[src/rtl/rxr_pkg.sv]
package rxr_pkg;
  typedef enum logic [1:0] {KIND_OK = 2'd0, KIND_ERR = 2'd1, KIND_NOBUF = 2'd2} cmp_kind_e;
  typedef enum logic [1:0] {DONE_CAUGHT_UP = 2'd0, DONE_BUDGET = 2'd1, DONE_NOBUF = 2'd2} done_e;
  typedef enum logic {ST_IDLE = 1'b0, ST_SCAN = 1'b1} scan_st_e;
  localparam int FLG_BAD     = 0;
  localparam int FLG_BAD_IP4 = 1;
  localparam int FLG_BAD_TCP = 2;
  localparam int FLG_W       = 3;
endpackage

[src/rtl/rxr_span.sv]
module rxr_span #(
  parameter int LW        = 16,
  parameter int BLK_BYTES = 32,
  parameter int BW        = 13
) (
  input  logic [$clog2(BLK_BYTES)-1:0] addr_lo,
  input  logic [LW-1:0]                len,
  output logic [BW-1:0]                blocks
);
  localparam int LOG = $clog2(BLK_BYTES);
  localparam int SW  = LW + 2;
  logic [SW-1:0] sum;
  // offset inside the first block widens the span before rounding up
  assign sum    = SW'(len) + SW'(addr_lo) + SW'(BLK_BYTES - 1);
  assign blocks = BW'(sum >> LOG);
endmodule

[src/rtl/rxr_table.sv]
module rxr_table import rxr_pkg::*; #(
  parameter int DEPTH = 8,
  parameter int AW    = 32,
  parameter int LW    = 16,
  parameter int BW    = 13,
  parameter int IW    = 3
) (
  input  logic             clk,
  input  logic             buf_we,
  input  logic [IW-1:0]    buf_widx,
  input  logic [AW-1:0]    buf_waddr,
  input  logic [BW-1:0]    buf_wblocks,
  input  logic             wb_we,
  input  logic [IW-1:0]    wb_idx,
  input  logic [LW-1:0]    wb_len,
  input  logic [FLG_W-1:0] wb_flags,
  input  logic [IW-1:0]    rd_a_idx,
  output logic [AW-1:0]    rd_a_addr,
  output logic [BW-1:0]    rd_a_blocks,
  input  logic [IW-1:0]    rd_b_idx,
  output logic [AW-1:0]    rd_b_addr,
  output logic [BW-1:0]    rd_b_blocks,
  output logic [LW-1:0]    rd_b_len,
  output logic [FLG_W-1:0] rd_b_flags
);
  logic [AW-1:0]    addr_m [DEPTH];
  logic [BW-1:0]    blk_m  [DEPTH];
  logic [LW-1:0]    len_m  [DEPTH];
  logic [FLG_W-1:0] flg_m  [DEPTH];

  // storage flops: no reset, written only under explicit enables
  always_ff @(posedge clk) begin
    for (int s = 0; s < DEPTH; s++) begin
      if (buf_we && (buf_widx == IW'(s))) begin
        addr_m[s] <= buf_waddr;
        blk_m[s]  <= buf_wblocks;
      end
      if (wb_we && (wb_idx == IW'(s))) begin
        len_m[s] <= wb_len;
        flg_m[s] <= wb_flags;
      end else if (buf_we && (buf_widx == IW'(s))) begin
        len_m[s] <= '0;
        flg_m[s] <= '0;
      end
    end
  end

  assign rd_a_addr   = addr_m[rd_a_idx];
  assign rd_a_blocks = blk_m[rd_a_idx];
  assign rd_b_addr   = addr_m[rd_b_idx];
  assign rd_b_blocks = blk_m[rd_b_idx];
  assign rd_b_len    = len_m[rd_b_idx];
  assign rd_b_flags  = flg_m[rd_b_idx];
endmodule

[src/rtl/rxr_scan.sv]
module rxr_scan import rxr_pkg::*; #(
  parameter int IW  = 3,
  parameter int BGW = 8
) (
  input  logic           clk,
  input  logic           rst_ni,
  input  logic           pass_start,
  input  logic [BGW-1:0] pass_budget,
  input  logic [IW-1:0]  rem_idx,
  input  logic [IW-1:0]  hw_cur_idx,
  input  logic           ring_empty,
  input  logic           slot_bad,
  input  logic           repl_valid,
  output logic           consume,
  output logic           repost_old,
  output logic           cmp_valid,
  output logic [1:0]     cmp_kind,
  output logic           pass_done,
  output logic [1:0]     done_reason,
  output logic           busy
);
  scan_st_e       st_q, st_d;
  logic [BGW-1:0] bud_q, bud_d;
  cmp_kind_e      kind;
  done_e          reason;
  logic           stop_hw, stop_bud;

  assign stop_hw  = ring_empty || (rem_idx == hw_cur_idx);
  assign stop_bud = (bud_q == '0);

  always_comb begin
    st_d       = st_q;
    bud_d      = bud_q;
    consume    = 1'b0;
    repost_old = 1'b0;
    cmp_valid  = 1'b0;
    kind       = KIND_OK;
    pass_done  = 1'b0;
    reason     = DONE_CAUGHT_UP;
    case (st_q)
      ST_IDLE: begin
        if (pass_start) begin
          st_d  = ST_SCAN;
          bud_d = pass_budget;
        end
      end
      ST_SCAN: begin
        if (stop_hw) begin
          pass_done = 1'b1;
          st_d      = ST_IDLE;
        end else if (stop_bud) begin
          pass_done = 1'b1;
          reason    = DONE_BUDGET;
          st_d      = ST_IDLE;
        end else begin
          consume   = 1'b1;
          cmp_valid = 1'b1;
          if (slot_bad) begin
            kind       = KIND_ERR;
            repost_old = 1'b1;
            bud_d      = bud_q - 1'b1;
          end else if (repl_valid) begin
            kind  = KIND_OK;
            bud_d = bud_q - 1'b1;
          end else begin
            kind       = KIND_NOBUF;
            repost_old = 1'b1;
            pass_done  = 1'b1;
            reason     = DONE_NOBUF;
            st_d       = ST_IDLE;
          end
        end
      end
      default: st_d = ST_IDLE;
    endcase
  end

  always_ff @(posedge clk or negedge rst_ni) begin
    if (!rst_ni) begin
      st_q  <= ST_IDLE;
      bud_q <= '0;
    end else begin
      st_q  <= st_d;
      bud_q <= bud_d;
    end
  end

  assign busy        = (st_q == ST_SCAN);
  assign cmp_kind    = kind;
  assign done_reason = reason;

  AST_NOBUF_ENDS_PASS: assert property (@(posedge clk) disable iff (!rst_ni)
    (cmp_valid && cmp_kind == KIND_NOBUF) |=> !busy);
  AST_BUDGET_SPENT: assert property (@(posedge clk) disable iff (!rst_ni)
    cmp_valid |=> (!busy || (bud_q == $past(bud_q) - 1'b1)));
endmodule

[src/rtl/rxr_oodcnt.sv]
module rxr_oodcnt #(
  parameter int CW = 16,
  parameter int TW = 32
) (
  input  logic          clk,
  input  logic          rst_ni,
  input  logic          drop,
  input  logic          rd,
  output logic [CW-1:0] count,
  output logic [TW-1:0] total
);
  localparam logic [CW-1:0] CMAX = '1;
  logic [CW-1:0] cnt_q, cnt_d;
  logic [TW-1:0] tot_q, tot_d;

  always_comb begin
    cnt_d = rd ? '0 : cnt_q;
    tot_d = rd ? (tot_q + TW'(cnt_q)) : tot_q;
    if (drop) begin
      if (rd)                 cnt_d = CW'(1);
      else if (cnt_q != CMAX) cnt_d = cnt_q + 1'b1;
    end
  end

  always_ff @(posedge clk or negedge rst_ni) begin
    if (!rst_ni) begin
      cnt_q <= '0;
      tot_q <= '0;
    end else begin
      cnt_q <= cnt_d;
      tot_q <= tot_d;
    end
  end

  assign count = cnt_q;
  assign total = tot_q;

  AST_OOD_CLEARED: assert property (@(posedge clk) disable iff (!rst_ni)
    (rd && !drop) |=> (count == '0));
  AST_OOD_SATURATE: assert property (@(posedge clk) disable iff (!rst_ni)
    (count == CMAX && !rd) |=> (count == CMAX));
endmodule

[src/rtl/rx_dscr_ring.sv]
module rx_dscr_ring import rxr_pkg::*; #(
  parameter int          DEPTH     = 8,
  parameter int          AW        = 32,
  parameter int          LW        = 16,
  parameter int          BLK_BYTES = 32,
  parameter int          BGW       = 8,
  parameter logic [31:0] TBL_BASE  = 32'h0000_1000,
  localparam int         IW        = $clog2(DEPTH),
  localparam int         BW        = LW + 2 - $clog2(BLK_BYTES)
) (
  input  logic             clk,
  input  logic             rst_n,
  input  logic             post_valid,
  input  logic [AW-1:0]    post_addr,
  input  logic [LW-1:0]    post_len,
  output logic             post_ready,
  output logic             ring_full,
  output logic             ring_empty,
  output logic [IW-1:0]    sw_add_idx,
  output logic [IW-1:0]    sw_rem_idx,
  input  logic [IW-1:0]    dma_rd_idx,
  output logic [AW-1:0]    dma_rd_addr,
  output logic [BW-1:0]    dma_rd_blocks,
  output logic [AW-1:0]    dma_dscr_addr,
  input  logic             dma_wb_valid,
  input  logic [IW-1:0]    dma_wb_idx,
  input  logic [LW-1:0]    dma_wb_len,
  input  logic [2:0]       dma_wb_flags,
  input  logic [IW-1:0]    hw_cur_idx,
  input  logic             pass_start,
  input  logic [BGW-1:0]   pass_budget,
  input  logic             repl_valid,
  input  logic [AW-1:0]    repl_addr,
  input  logic [LW-1:0]    repl_len,
  output logic             cmp_valid,
  output logic [1:0]       cmp_kind,
  output logic [IW-1:0]    cmp_idx,
  output logic [AW-1:0]    cmp_addr,
  output logic [LW-1:0]    cmp_len,
  output logic             cmp_csum_ok,
  output logic             pass_done,
  output logic [1:0]       done_reason,
  output logic             busy,
  input  logic             hw_ood_drop,
  input  logic             ood_rd,
  output logic [15:0]      ood_count,
  output logic [31:0]      ood_total
);
  localparam int LOG = $clog2(BLK_BYTES);
  localparam logic [IW-1:0] LAST = IW'(DEPTH - 1);
  localparam logic [AW-1:0] BASE_AL = AW'({TBL_BASE[31:4], 4'b0000});

  function automatic logic [IW-1:0] nxt(input logic [IW-1:0] i);
    return (i == LAST) ? '0 : i + 1'b1;
  endfunction

  // reset: asynchronous assert, synchronous release
  logic rst_meta, rst_ni;
  always_ff @(posedge clk or negedge rst_n) begin
    if (!rst_n) begin
      rst_meta <= 1'b0;
      rst_ni   <= 1'b0;
    end else begin
      rst_meta <= 1'b1;
      rst_ni   <= rst_meta;
    end
  end

  logic [IW-1:0] add_q, add_d, rem_q, rem_d;
  logic          post_fire, consume, repost_old;
  logic [BW-1:0] span_post, span_repl;
  logic          buf_we;
  logic [AW-1:0] buf_waddr;
  logic [BW-1:0] buf_wblocks;
  logic [AW-1:0] slot_addr;
  logic [BW-1:0] slot_blocks;
  logic [LW-1:0] slot_len;
  logic [2:0]    slot_flags;

  assign ring_empty = (add_q == rem_q);
  assign ring_full  = (nxt(add_q) == rem_q);
  assign post_ready = post_valid && !ring_full && !busy;
  assign post_fire  = post_ready;

  always_comb begin
    add_d = add_q;
    rem_d = rem_q;
    if (post_fire || consume) add_d = nxt(add_q);
    if (consume)              rem_d = nxt(rem_q);
  end

  always_ff @(posedge clk or negedge rst_ni) begin
    if (!rst_ni) begin
      add_q <= '0;
      rem_q <= '0;
    end else begin
      add_q <= add_d;
      rem_q <= rem_d;
    end
  end

  rxr_span #(.LW(LW), .BLK_BYTES(BLK_BYTES), .BW(BW)) u_span_post (
    .addr_lo(post_addr[LOG-1:0]), .len(post_len), .blocks(span_post));
  rxr_span #(.LW(LW), .BLK_BYTES(BLK_BYTES), .BW(BW)) u_span_repl (
    .addr_lo(repl_addr[LOG-1:0]), .len(repl_len), .blocks(span_repl));

  always_comb begin
    buf_we      = post_fire || consume;
    buf_waddr   = post_addr;
    buf_wblocks = span_post;
    if (consume) begin
      buf_waddr   = repost_old ? slot_addr   : repl_addr;
      buf_wblocks = repost_old ? slot_blocks : span_repl;
    end
  end

  rxr_table #(.DEPTH(DEPTH), .AW(AW), .LW(LW), .BW(BW), .IW(IW)) u_table (
    .clk         (clk),
    .buf_we      (buf_we),
    .buf_widx    (add_q),
    .buf_waddr   (buf_waddr),
    .buf_wblocks (buf_wblocks),
    .wb_we       (dma_wb_valid),
    .wb_idx      (dma_wb_idx),
    .wb_len      (dma_wb_len),
    .wb_flags    (dma_wb_flags),
    .rd_a_idx    (dma_rd_idx),
    .rd_a_addr   (dma_rd_addr),
    .rd_a_blocks (dma_rd_blocks),
    .rd_b_idx    (rem_q),
    .rd_b_addr   (slot_addr),
    .rd_b_blocks (slot_blocks),
    .rd_b_len    (slot_len),
    .rd_b_flags  (slot_flags)
  );

  rxr_scan #(.IW(IW), .BGW(BGW)) u_scan (
    .clk         (clk),
    .rst_ni      (rst_ni),
    .pass_start  (pass_start),
    .pass_budget (pass_budget),
    .rem_idx     (rem_q),
    .hw_cur_idx  (hw_cur_idx),
    .ring_empty  (ring_empty),
    .slot_bad    (slot_flags[FLG_BAD]),
    .repl_valid  (repl_valid),
    .consume     (consume),
    .repost_old  (repost_old),
    .cmp_valid   (cmp_valid),
    .cmp_kind    (cmp_kind),
    .pass_done   (pass_done),
    .done_reason (done_reason),
    .busy        (busy)
  );

  rxr_oodcnt #(.CW(16), .TW(32)) u_ood (
    .clk    (clk),
    .rst_ni (rst_ni),
    .drop   (hw_ood_drop),
    .rd     (ood_rd),
    .count  (ood_count),
    .total  (ood_total)
  );

  assign sw_add_idx    = add_q;
  assign sw_rem_idx    = rem_q;
  assign cmp_idx       = rem_q;
  assign cmp_addr      = slot_addr;
  assign cmp_len       = slot_len;
  assign cmp_csum_ok   = !slot_flags[FLG_BAD_IP4] && !slot_flags[FLG_BAD_TCP];
  assign dma_dscr_addr = BASE_AL + AW'({dma_rd_idx, 4'b0000});

  logic [IW:0] occ;
  assign occ = (add_q >= rem_q) ? ((IW+1)'(add_q) - (IW+1)'(rem_q))
                                : ((IW+1)'(DEPTH) - (IW+1)'(rem_q) + (IW+1)'(add_q));

  AST_FULL_HOLDS_ADD: assert property (@(posedge clk) disable iff (!rst_ni)
    (post_valid && ring_full && !busy) |=> (add_q == $past(add_q)));
  AST_REM_STEP: assert property (@(posedge clk) disable iff (!rst_ni)
    (rem_q != $past(rem_q)) |-> (rem_q == nxt($past(rem_q))));
  AST_OCC_KEPT: assert property (@(posedge clk) disable iff (!rst_ni)
    cmp_valid |=> (occ == $past(occ)));
endmodule

[config.mk]
export PLATFORM = sky130hd
export DESIGN_NAME = rx_dscr_ring
export DESIGN_NICKNAME = d
export VERILOG_FILES = /design/src/rtl/rxr_pkg.sv /design/src/rtl/rxr_span.sv /design/src/rtl/rxr_table.sv /design/src/rtl/rxr_scan.sv /design/src/rtl/rxr_oodcnt.sv /design/src/rtl/rx_dscr_ring.sv
export SDC_FILE = /design/constraint.sdc
export NUM_CORES = 1
export LEC_CHECK = 0
export ABC_AREA = 1
export BUFFER_PORTS_ARGS = -buffer_cell sky130_fd_sc_hd__buf_4
export CAP_MARGIN = 20
export CORE_UTILIZATION = 26
export CTS_CLUSTER_SIZE = 28
export DETAILED_ROUTE_END_ITERATION = 10
export PLACE_DENSITY = 0.5
export REMOVE_ABC_BUFFERS = 1
export SETUP_SLACK_MARGIN = 0.2
export SLEW_MARGIN = 10
export SYNTH_ARGS = -nofsm -noshare
export SYNTH_HDL_FRONTEND = slang
export SYNTH_SLANG_ARGS = --single-unit
export TNS_END_PERCENT = 1
[constraint.sdc]
create_clock -name clk -period 2.8 [get_ports clk]
set_input_delay 0.28 -clock clk [delete_from_list [all_inputs] [get_ports clk]]
set_output_delay 0.28 -clock clk [all_outputs]
set_load 0.02 [all_outputs]
==> reports/summary.txt <==
Tot Pwr = 48.7 mW
Fmax = 353 MHz
GRT Residual Overflow = 0
Sequential share of the synthesized area = 0.535
Critical path fanouts, max = 7
Core area = 120,000 µm²
HPWL Detailed = 70.8 mm
RePlAce Congestion = 0.837
Routed via count = 27,400
First drt pass iteration count = 5
Max-cap violations = 0
Post-Route WL = 115 mm
Peak supply drop = 0.681 mV
Slew at the pin with the worst max-slew slack = 0.725 ns
PortBufs = 303
Yosys warnings = 0
WP data arrival = 2.55 ns
Crit path kind = flip-flop to output pin
Post-synth EDFFs = 493
RSZ-0062 raised after global routing = true
Initial antenna violation count = 9
Vias in the first global route = 25,500
Top sig layer = met5
Setup Skew = 0.0270 ns
Nature of the critical path startpoint = flip-flop
Final number of hold-violating endpoints = 0
CTS H-Tree Depth = 3
Synth Area per Inst = 8.68 µm²
Die area = 122,000 µm²
Initial Util = 0.262
Status = complete, but fails checks
Syn Inst Count = 3,616
# DRC = 0
Worst Hold Class = input port to flip-flop
Final-report setup violation count = 2
Layout area overhead = 30.9%
Clk buf depth = 3
Cell row count = 127
Max-slew violations = 0
Mapped cell area = 31,400 µm²
Fill count = 12,300
Routed met3 length = 8.38 mm
Setup ws final = -0.0307 ns
IO Pins = 333
Synth Flop Type = edfxtp_1
Fin crit share = 1.01
Static leakage = 17.1 nW
Violated checks = negative setup slack
Num CTS Buffers = 69
DR iter-0 viols = 2,320
Async SR Flop Fraction = 0.113
WL met2 = 55.5 mm
CTS tree = built
Distinct cells, synth = 50
Relative slew slack = 0.516
Post-route minimum period = 2.83 ns
Drt wl/cell = 20.2 µm
Clk sinks = 577
Register clock-pin slew on the reported worst setup and hold paths = 0.06 ns
Antenna-violating nets left = 0
Non-filler cells, final = 5,716
Clk Tree Root Cell = clkbuf_16
Worst EP required = 2.52 ns
Maximum number of pins on one net before global-route repair = 100
Share of cells above drive strength 1 = 0.201
Global-route wire length before repair = 163 mm
Gr usage total = 0.177
Yosys reg bits = 577
Nets = 4,229
Inst Count DP = 5,492
Die Wd = 350 µm
Clock Latency Late Sink = 0.64 ns
Via-per-instance ratio = 4.80
Final core utilization = 0.343
CP endpoint kind = output pin
M1 WL = 49.2 mm
Power Dens Cells = 1190 nW/µm²
Die Y = 350 µm
==> worst max-delay path, stage by stage, from the launching register on <==
cell       delay (ns)
dfrtp_4          0.50
buf_6            0.14
clkinv_8         0.07
buf_16           0.16
buf_12           0.15
clkbuf_16        0.17
o21ai_1          0.08
a21oi_1          0.20
a31oi_1          0.08
buf_4            0.18
buf_4            0.15
==> final cells by class <==
class                           count  area (µm²)  area share
Multi-Input combinational cell   2371       12400       0.302
Inverter                          437        1690      0.0412
Clock inverter                     35         352     0.00855
Tap cell                         1612        2020      0.0491
Antenna cell                        2        5.00    0.000122
Clock buffer                       89        1820      0.0443
Sequential cell                   577       16800       0.409
Timing Repair Buffer              593        5980       0.146
==> metal layers <==
layer | GRT usage | vias up
met3 | 0.0350 | 165
met1 | 0.231 | 13200
met2 | 0.299 | 924
met5 | 0 | -
li1 | - | 13200
met4 | 0.0448 | 12
==> synth_stat cells (30+ instances only) <==
| cell | instances | area [µm²] |
|---|---|---|
| nand2_1 | 665 | 2500 |
| o211ai_1 | 90 | 676 |
| dfrtp_1 | 65 | 1630 |
| edfxtp_1 | 493 | 14800 |
| inv_1 | 429 | 1610 |
| buf_2 | 31 | 155 |
| a21oi_1 | 219 | 1100 |
| nor3_1 | 30 | 150 |
| o21ai_0 | 547 | 2740 |
| ha_1 | 37 | 463 |
| buf_4 | 37 | 278 |
| nor2_1 | 340 | 1280 |
| a31oi_1 | 97 | 607 |
| nand3_1 | 108 | 541 |
| clkbuf_1 | 172 | 646 |
==> worst paths after layout <==
kind | startpoint | end | slack [ns] | cells after the start
max in group asynchronous | rst_ni | u_ood.count[12] | 1.82 | 1
setup reg to reg | cmp_idx[0] | u_table.addr_m[6][7] | 0.10 | 15
setup / recovery | cmp_idx[0] | cmp_addr[7] | -0.03 | 10
hold / removal | pass_budget[7] | u_scan.bud_q[7] | 0.05 | 5
min in group asynchronous | rst_ni | u_scan.bud_q[3] | 0.31 | 0
hold reg to reg | rst_ni | u_scan.bud_q[3] | 0.31 | 0
==> timing repair <==
| item | 4_1_cts | 5_1_grt |
|---|---|---|
| resized for setup | 107 | 207 |
| buffers inserted | 17 | 26 |
| hold buffers | 29 | 0 |
| pin swaps | 22 | 47 |
| hold endpoints to repair | 148 | 0 |
| cloned | 8 | 18 |
| endpoints found under the setup margin | 568 | 1000 |
==> flip-flops by register name, summed over array words and instances (netlist names) <==
register	count
cmp_idx	3
rst_meta	1
rst_ni	1
sw_add_idx	3
u_ood.count	16
u_ood.total	32
u_scan.bud_q	8
u_scan.busy	1
u_table.addr_m	256
u_table.blk_m	104
u_table.flg_m	24
u_table.len_m	128
==> report_power, final <==
part	internal, mW	leakage (nW)	switching [mW]	total [mW]
Combinational	9.59	10.5	15.8	25.4
Clock	5.09	1.05	3.71	8.79
Sequential	13.7	5.50	0.865	14.6
==> through the flow <==
| step | TNS [ns] | setup WS, ns | hold WS (ns) | instance area (µm²) |
|---|---|---|---|---|
| 6_report | -0.0496 | -0.0307 | 0.0525 | 41100 |
| 5_1_grt | -2.38 | -0.127 | 0.0549 | 41100 |
| 4_1_cts | -1.18 | -0.0835 | 0.0111 | 39900 |
| 3_5_place_dp | -0.215 | -0.0263 | 0.0644 | 36600 |
| 3_3_place_gp | 0 | 0.00157 | 0.0642 | 36600 |
| 2_1_floorplan | -6949.01 | -7.64 | -0.0156 | 30300 |
==> cells in the final DEF, fill, tap and decap left out, drive strengths merged, types with 19 or more instances in the layout <==
| master | netlist | routed |
|---|---|---|
| a21oi | 219 | 219 |
| a31oi | 97 | 97 |
| buf | 87 | 541 |
| clkbuf | 172 | 109 |
| clkinv | 1 | 29 |
| conb | 2 | 30 |
| dfrtp | 65 | 65 |
| dfxtp | 19 | 19 |
| dlygate4sd3 | 0 | 29 |
| edfxtp | 493 | 493 |
| ha | 37 | 37 |
| inv | 436 | 437 |
| mux2 | 19 | 19 |
| nand2 | 673 | 673 |
| nand3 | 110 | 110 |
| nor2 | 349 | 349 |
| nor3 | 37 | 37 |
| o211ai | 90 | 90 |
| o21ai | 574 | 574 |
| xnor2 | 24 | 24 |
| xor2 | 25 | 25 |
==> logic make-up after synthesis <==
family	after synthesis	synth area share
AOI/OAI and AO/OA	1020	0.176
DFF	577	0.535
muxes	21	0.00745
xor gates and xnor gates	49	0.0137
other	2	0.000239
adders and majority gates	40	0.0167
buffers and inverters	696	0.0913
and+or+nand+nor	1211	0.159
(Power assumes the default switching activity.)
